===== config.mk =====
export PLATFORM = sky130hd
export DESIGN_NAME = pit_timer
export DESIGN_NICKNAME = d
export VERILOG_FILES = /design/src/rtl/pit_pkg.sv /design/src/rtl/pit_prescale.sv /design/src/rtl/pit_step.sv /design/src/rtl/pit_core.sv /design/src/rtl/pit_timer.sv
export SDC_FILE = /design/constraint.sdc
export NUM_CORES = 1
export LEC_CHECK = 0
export ABC_CLOCK_PERIOD_IN_PS = 1800
export BUFFER_PORTS_ARGS = -buffer_cell sky130_fd_sc_hd__buf_2
export CAP_MARGIN = 20
export CORE_MARGIN = 2
export CORE_UTILIZATION = 40
export DETAILED_ROUTE_END_ITERATION = 12
export HOLD_SLACK_MARGIN = 0.02
export PLACE_DENSITY = 0.69
export SYNTH_ARGS = -nofsm -noshare
export SYNTH_HDL_FRONTEND = slang
export SYNTH_SLANG_ARGS = --single-unit

===== constraint.sdc =====
create_clock -name clk -period 1.8 [get_ports clk]
set_input_delay 0 -clock clk [delete_from_list [all_inputs] [get_ports clk]]
set_output_delay 0 -clock clk [all_outputs]
set_load 0.02 [all_outputs]

===== src/rtl/pit_pkg.sv =====
package pit_pkg;
   // Flag pair kept together by the timer core.
   typedef struct packed {
      logic elapsed;
      logic missed;
   } pit_flags_t;

   // Width of a counter that must hold values 0..n-1.
   function automatic int cnt_width(input int n);
      return (n <= 2) ? 1 : $clog2(n);
   endfunction
endpackage


===== src/rtl/pit_prescale.sv =====
module pit_prescale #(
   parameter int DIV_LO = 3,
   parameter int DIV_HI = 4
) (
   input  logic clk,
   input  logic rst_n,
   input  logic ext_en,
   input  logic hi_sel,
   output logic tick
);
   localparam int DMAX = (DIV_HI > DIV_LO) ? DIV_HI : DIV_LO;
   localparam int PW   = pit_pkg::cnt_width(DMAX);

   if (DIV_LO < 1 || DIV_HI < 1) begin : g_bad_div
      $error("pit_prescale: divide ratios must be at least 1");
   end

   logic [PW-1:0] ph_q;
   logic [PW-1:0] last;

   if (DIV_LO == DIV_HI) begin : g_fixed
      assign last = PW'(DIV_LO - 1);
   end else begin : g_sel
      assign last = hi_sel ? PW'(DIV_HI - 1) : PW'(DIV_LO - 1);
   end

   assign tick = ext_en && (ph_q >= last);

   always_ff @(posedge clk or negedge rst_n) begin
      if (!rst_n) begin
         ph_q <= '0;
      end else if (ext_en) begin
         ph_q <= (ph_q >= last) ? '0 : ph_q + 1'b1;
      end
   end
endmodule


===== src/rtl/pit_step.sv =====
module pit_step #(
   parameter int NORM_DIV = 64,
   parameter int FAST_DIV = 2
) (
   input  logic clk,
   input  logic rst_n,
   input  logic tick,
   input  logic fast,
   input  logic restart,
   output logic step
);
   localparam int SW = pit_pkg::cnt_width(NORM_DIV);

   if (FAST_DIV < 1 || NORM_DIV < FAST_DIV) begin : g_bad_step
      $error("pit_step: need 1 <= FAST_DIV <= NORM_DIV");
   end

   logic [SW-1:0] sc_q;
   logic [SW-1:0] last;
   logic          wrap;

   if (FAST_DIV == 1) begin : g_fast_direct
      assign last = fast ? '0 : SW'(NORM_DIV - 1);
   end else begin : g_fast_count
      assign last = fast ? SW'(FAST_DIV - 1) : SW'(NORM_DIV - 1);
   end

   assign wrap = tick && (sc_q >= last);
   assign step = wrap && !restart;

   always_ff @(posedge clk or negedge rst_n) begin
      if (!rst_n) begin
         sc_q <= '0;
      end else if (restart) begin
         sc_q <= '0;
      end else if (tick) begin
         sc_q <= wrap ? '0 : sc_q + 1'b1;
      end
   end
endmodule


===== src/rtl/pit_core.sv =====
module pit_core #(
   parameter int CW = 8
) (
   input  logic          clk,
   input  logic          rst_n,
   input  logic          step,
   input  logic          restart,
   input  logic          wr,
   input  logic [CW-1:0] wdata,
   input  logic          clr,
   output pit_pkg::pit_flags_t flags
);
   if (CW < 2) begin : g_bad_cw
      $error("pit_core: counter width must be at least 2");
   end

   logic [CW-1:0] ivl_q;
   logic [CW-1:0] cnt_q;
   logic          expire;
   pit_pkg::pit_flags_t fl_q;

   // A count of 1 is the last step; 0 wraps to all-ones, so 0 acts as 2**CW.
   assign expire = step && !restart && (cnt_q == CW'(1));

   always_ff @(posedge clk or negedge rst_n) begin
      if (!rst_n) begin
         ivl_q <= '0;
      end else if (wr) begin
         ivl_q <= wdata;
      end
   end

   always_ff @(posedge clk or negedge rst_n) begin
      if (!rst_n) begin
         cnt_q <= '0;
      end else if (restart || expire) begin
         cnt_q <= ivl_q;
      end else if (step) begin
         cnt_q <= cnt_q - 1'b1;
      end
   end

   always_ff @(posedge clk or negedge rst_n) begin
      if (!rst_n) begin
         fl_q <= '0;
      end else if (clr) begin
         fl_q.elapsed <= expire;
         fl_q.missed  <= 1'b0;
      end else if (expire) begin
         fl_q.elapsed <= 1'b1;
         fl_q.missed  <= fl_q.missed | fl_q.elapsed;
      end
   end

   assign flags = fl_q;
endmodule


===== src/rtl/pit_timer.sv =====
module pit_timer #(
   parameter int DIV_LO   = 3,
   parameter int DIV_HI   = 4,
   parameter int NORM_DIV = 64,
   parameter int FAST_DIV = 2,
   parameter int CW       = 8
) (
   input  logic          clk,
   input  logic          rst_n,
   input  logic          ext_en,
   input  logic          div4_sel,
   input  logic          ivl_wr,
   input  logic [CW-1:0] ivl_wdata,
   input  logic          load_release,
   input  logic          test_mode,
   input  logic          irq_en,
   input  logic          flag_clr,
   output logic          tick_int,
   output logic          elapsed,
   output logic          missed,
   output logic          irq
);
   logic                step;
   pit_pkg::pit_flags_t flags;

   pit_prescale #(.DIV_LO(DIV_LO), .DIV_HI(DIV_HI)) u_pre (
      .clk(clk), .rst_n(rst_n), .ext_en(ext_en), .hi_sel(div4_sel), .tick(tick_int)
   );

   pit_step #(.NORM_DIV(NORM_DIV), .FAST_DIV(FAST_DIV)) u_step (
      .clk(clk), .rst_n(rst_n), .tick(tick_int), .fast(test_mode),
      .restart(load_release), .step(step)
   );

   pit_core #(.CW(CW)) u_core (
      .clk(clk), .rst_n(rst_n), .step(step), .restart(load_release),
      .wr(ivl_wr), .wdata(ivl_wdata), .clr(flag_clr), .flags(flags)
   );

   assign elapsed = flags.elapsed;
   assign missed  = flags.missed;
   assign irq     = flags.elapsed & irq_en;
endmodule


* Word-level counts from Yosys, hierarchy flattened
Cells that the tools add are included.
** Word-level totals
- Bits in registers :: 26
- Word-level logic and storage cells :: 34
** Operators by class
- Add/sub/neg operators :: 3
- Magnitude comparators :: 2
- Eq/ne operators :: 1
- Muxes and demuxes :: 10
- Bitwise logic cells :: 2
- Reductions and logical operators :: 10
** Operator list (number)
- 6-bit 2-to-1 mux :: 4
- 8-bit 2-to-1 mux :: 2
- 8-bit by 1-bit equality test with 1-bit output (second input constant) :: 1
- 8-bit by 1-bit subtractor with 8-bit output (second input constant) :: 1
- 6-bit by 1-bit adder with 6-bit output (second input constant) :: 1
- 6-bit greater-or-equal comparator :: 1
- 2-bit 2-to-1 mux :: 3
- 2-bit nonzero test :: 3
- 1-bit logical AND :: 5
- 2-bit by 1-bit adder with 2-bit output (second input constant) :: 1
- 2-bit greater-or-equal comparator :: 1
- 1-bit bitwise AND :: 1
- 1-bit zero test :: 1
- 1-bit logical OR :: 1
- 1-bit 2-to-1 mux :: 1
- 1-bit OR :: 1

* Depth between registers and ports, before layout
- Depth in word-level cells :: 9
- Depth in mapped cells :: 9
- Gate-level depth less buffers :: 8

* Hierarchy
From an unflattened synthesis, not the netlist that was laid out.
** Second synthesis, totals
- Cell total of the unflattened synthesis :: 145
- Area, all modules :: 1481.4 um^2
** By module, submodules not included
- pit_core :: instances 1, cells each 87, area an instance 919.6 um^2, sequential area each 450.4 um^2
- pit_step :: instances 1, cells each 45, area an instance 429.2 um^2, sequential area each 150.1 um^2
- pit_prescale :: instances 1, cells each 12, area an instance 126.4 um^2, sequential area each 50.0 um^2
- pit_timer :: instances 1, cells each 1, area an instance 6.3 um^2, sequential area each 0.0 um^2

* Worst setup path after synthesis
No wires, ideal clock.
- Path type :: flip-flop to flip-flop
- From :: reg u_step.sc_q[3]
- To :: reg u_core.cnt_q[6]
- Setup time :: 87 ps
- Arrival :: 1895 ps
- Setup slack :: -182 ps
- Cell stages (with the launch flop) :: 8
- Period minus slack after synthesis :: 1982 ps
- Path through :: dfrtp_1 ha_1 nand4_1 o221a_2 o21ai_0 buf_2 o21ai_0 a22oi_1
** Between the ends
- Cells in the longest elaborated chain, start to end :: 7
- Elaborated cells on any way between the ends :: 8
- Classes of those cells :: order compare: 1; mux: 1; reduce/logical: 6
** RTL lines
- start: declaration :: RTL line pit_step.sv:18 : logic [SW-1:0] sc_q;
- start signal: assignment :: RTL line pit_step.sv:37 : sc_q <= wrap ? '0 : sc_q + 1'b1;
- 6-bit greater-or-equal comparator (*) :: RTL line pit_step.sv:28 : assign wrap = tick && (sc_q >= last);
- 1-bit logical AND (*) :: RTL line pit_step.sv:28
- 1-bit logical AND (*) :: RTL line pit_step.sv:29 : assign step = wrap && !restart;
- 1-bit logical AND (2 in series) :: RTL line pit_core.sv:23 : assign expire = step && !restart && (cnt_q == CW'(1));
- 1-bit logical OR :: RTL line pit_core.sv:36 : end else if (restart || expire) begin
- 8-bit 2-to-1 mux or 2-bit nonzero test (tied branches)
- end signal: assignment :: RTL line pit_core.sv:37 : cnt_q <= ivl_q;
- end signal: assignment :: RTL line pit_core.sv:39 : cnt_q <= cnt_q - 1'b1;
- end: declaration :: RTL line pit_core.sv:18 : logic [CW-1:0] cnt_q;
Mark *: on every way between the ends. The rest lies on a longest branch, timed or not.
A chain may end at the register's enable or synchronous reset.

* Worst setup path in the final report
- From :: reg u_step.sc_q[3]
- To :: reg u_core.cnt_q[3]
Same word-level chain as after synthesis.

==> results.ini <==
[grt]
top_usage_layer=met2
grt_pass1_vias=1348
grtUsageMet1_pct=22.5
antenna_found_initial=0
globalRouteOverflowTotal=0
use_met3_pct=1.58
grt_start_max_net_pins=27
grt_first_pass_wirelength_um=5960
grt_use_met2_pct=33.6
grt.total_usage_pct=18.4

[power]
internal_power_mw=1.04
power.switching_uw=483
switching_share_pct=31.7
clockPowerShare_pct=16.4
pwr-share-seq_pct=47.1
total_power_mw=1.52
ir_drop_mv=0.404
leakage_nw=0.969
power_density_nw_per_um2=711
combPwrFrac_pct=36.5

[synth]
synth_warnings=0
synth-seq-area-share_pct=45.4
synthCells=138
synth.avg_cell_area_um2=10.4
synth_top_family_by_area=compound AO/OA/AOI/OAI gates
async_flop_share_pct=100
synthAdderAreaFrac_pct=7.85
synth-simple-area-share_pct=14.6
synth-seq-cells=26
synthFlopType=dfrtp_1
syn-num-nets=164
synthMuxAreaShare_pct=9.08
synth_edf_count=0
synth_compound_area_share_pct=16.3
ys_types=38
synth_xor_area_share_pct=3.05
synth_area_um2=1430

[job]
drv_cap=0

[clock_tree]
cts_max_path_buffers=2
cts_tree=done
clk_latency_ps=320
cts-buffers-inserted=3
htreeDepth=1
clock-root-buffer=clkbuf_4
clkSlewWorstSetupHoldPaths_ps=140
clock_sinks=26

[critical_path]
required_ps=2020
rr_startpoint=u_step.sc_q[3]
critPathLaunchType=flip-flop
r2r_slack_ps=-150
worstRegToRegCells=7
crit_path_end_kind=flip-flop
worst_r2r_endpoint=u_core.cnt_q[3]
critPathArrivalTime_ps=2170
worstSetupPathType=reg -> reg
crit_fanout=4

[sta]
fin_crit_sh_pct=108
tns_ps=-939
layout_setup_ws_ps=-152
max_freq_mhz=512
worst_slew_pin_slew_ps=584
finalMaxSlewViolations=0
final_hold_viol_count=0
rsz0062_at_grt=yes
max-slew-margin-rel_pct=61.0
fin_crit_ps=1950
whs_ps=68.3
finClkSkew_ps=3.92
finalSetupViolations=12

[worst_hold_path]
whs_endpoint=u_core.ivl_q[1]
hold_depth=2
hold_class=in -> reg
holdCritStartpoint=ivl_wr

[route]
drc=0
vias=1325
drtAntennaViolNets=0
viasPerCell=5.30
drt_iter0_drc=38
firstDrtPassIters=4
totalWireLength_um=3460
post_drt_wl_per_cell_um=13.9

[layout]
drive_above_1_share_pct=43.1
postLayoutCoreUtil_pct=63.1
syn2layout_area_growth_pct=49.2
final_cell_mix=27 x buf_4, 26 x dfrtp_1, 19 x buf_2
final_common_cell=buf_4
antenna_cells=0
layout.nets=232

[place]
dpl.hpwl_um=2450
placement.io_buffers=20
gp_congestion=0.871

[die]
num_rows=21
start_util_pct=42.3
core_area_um2=3390
ios=21
die_h_um=63.9
die_x_um=63.9
dieArea_um2=4080

[run_status]
failed_checks=negative setup slack
outcome=finished, violations left

[critical path, cell delays in order, from the launching register on]
cell	delay [ps]
dfrtp_1	440
ha_4	280
nand4_1	120
buf_4	160
o221ai_4	250
a31o_4	220
o21ai_1	70
a221o_1	310
[final cells by class]
class,instances,area (µm²)
Inverter,10,37.5
Sequential cell,26,651
Multi-Input combinational cell,98,843
Fill cell,278,1250
Timing Repair Buffer,67,528
Clock buffer,3,22.5
Tap cell,46,57.6
[cells by family after synthesis]
| logic type | after synthesis |
|---|---|
| DFF | 26 |
| muxes | 12 |
| buffers and inverters | 14 |
| adders and majority gates | 9 |
| xor gates and xnor gates | 5 |
| AOI/OAI and AO/OA | 33 |
| and+or+nand+nor | 39 |
[synth_stat cells (2+ instances only)]
| cell type | number | share of area (%) |
|---|---|---|
| a22oi_1 | 2 | 1.0 |
| ha_1 | 9 | 7.9 |
| nor3_1 | 5 | 1.7 |
| nand3_1 | 3 | 1.0 |
| clkbuf_1 | 2 | 0.52 |
| xor2_1 | 4 | 2.4 |
| inv_1 | 10 | 2.6 |
| o22ai_1 | 2 | 0.87 |
| nand4_1 | 2 | 0.87 |
| mux2_2 | 8 | 6.3 |
| a31oi_1 | 2 | 0.87 |
| o2bb2ai_1 | 2 | 1.2 |
| mux2i_1 | 4 | 2.8 |
| nand2_1 | 8 | 2.1 |
| nand2b_1 | 2 | 0.87 |
| or3_1 | 2 | 0.87 |
| o21ai_0 | 8 | 2.8 |
| a21oi_1 | 8 | 2.8 |
| dfrtp_1 | 26 | 45 |
| nor2_1 | 11 | 2.9 |
[power by group through the flow]
stage | combinational, mW | clock [mW] | sequential (mW)
after floorplan | 0.249 | 0 | 0.727
after global placement | 0.432 | 0 | 0.718
after detailed placement | 0.452 | 0 | 0.726
after CTS | 0.485 | 0.259 | 0.716
after global routing | 0.610 | 0.287 | 0.727
final | 0.555 | 0.250 | 0.716
[stage by stage]
stage          cells  worst slack, ps  cell area (µm²)
3_3_place_gp     226            -91.4             1830
2_1_floorplan    138            -48.5             1480
5_1_grt          250             -234             2140
6_report         250             -152             2140
4_1_cts          242             -172             2010
3_5_place_dp     226             -156             1830
[sequential cells by signal, summed over array words and instances, names as in the netlist]
signal	flops
u_step.sc_q	6
u_core.flags	2
u_core.cnt_q	8
u_core.ivl_q	8
u_pre.ph_q	2
[per-layer routing]
metal | part of all wire [%] | vias to the layer above
li1 | - | 633
met1 | 42 | 656
met2 | 53 | 27
met3 | 2.6 | 9
met4 | 1.6 | 0
met5 | 0 | -
[how the worst max path moves through the flow]
stage	startpoint	end	slack, ps	cells past startpoint
after floorplan	u_pre.ph_q[0]	u_core.cnt_q[2]	-50	7
after global placement	u_step.sc_q[5]	u_core.cnt_q[3]	-90	7
after detailed placement	u_step.sc_q[5]	u_core.cnt_q[3]	-160	7
after CTS	u_step.sc_q[5]	u_core.cnt_q[3]	-170	7
after global routing	u_pre.ph_q[0]	u_core.cnt_q[2]	-230	8
final	u_step.sc_q[3]	u_core.cnt_q[3]	-150	7
[timing repair]
| action | in CTS | in global routing |
|---|---|---|
| hold buffers | 12 | 0 |
| resized for setup | 5 | 16 |
| setup endpoints to repair | 10 | 14 |
| hold endpoints to repair | 39 | 0 |
| gates cloned | 0 | 0 |
| pin swaps | 4 | 16 |
| buffers inserted | 1 | 9 |
No activity file was read; power rests on OpenSTA's default activity.
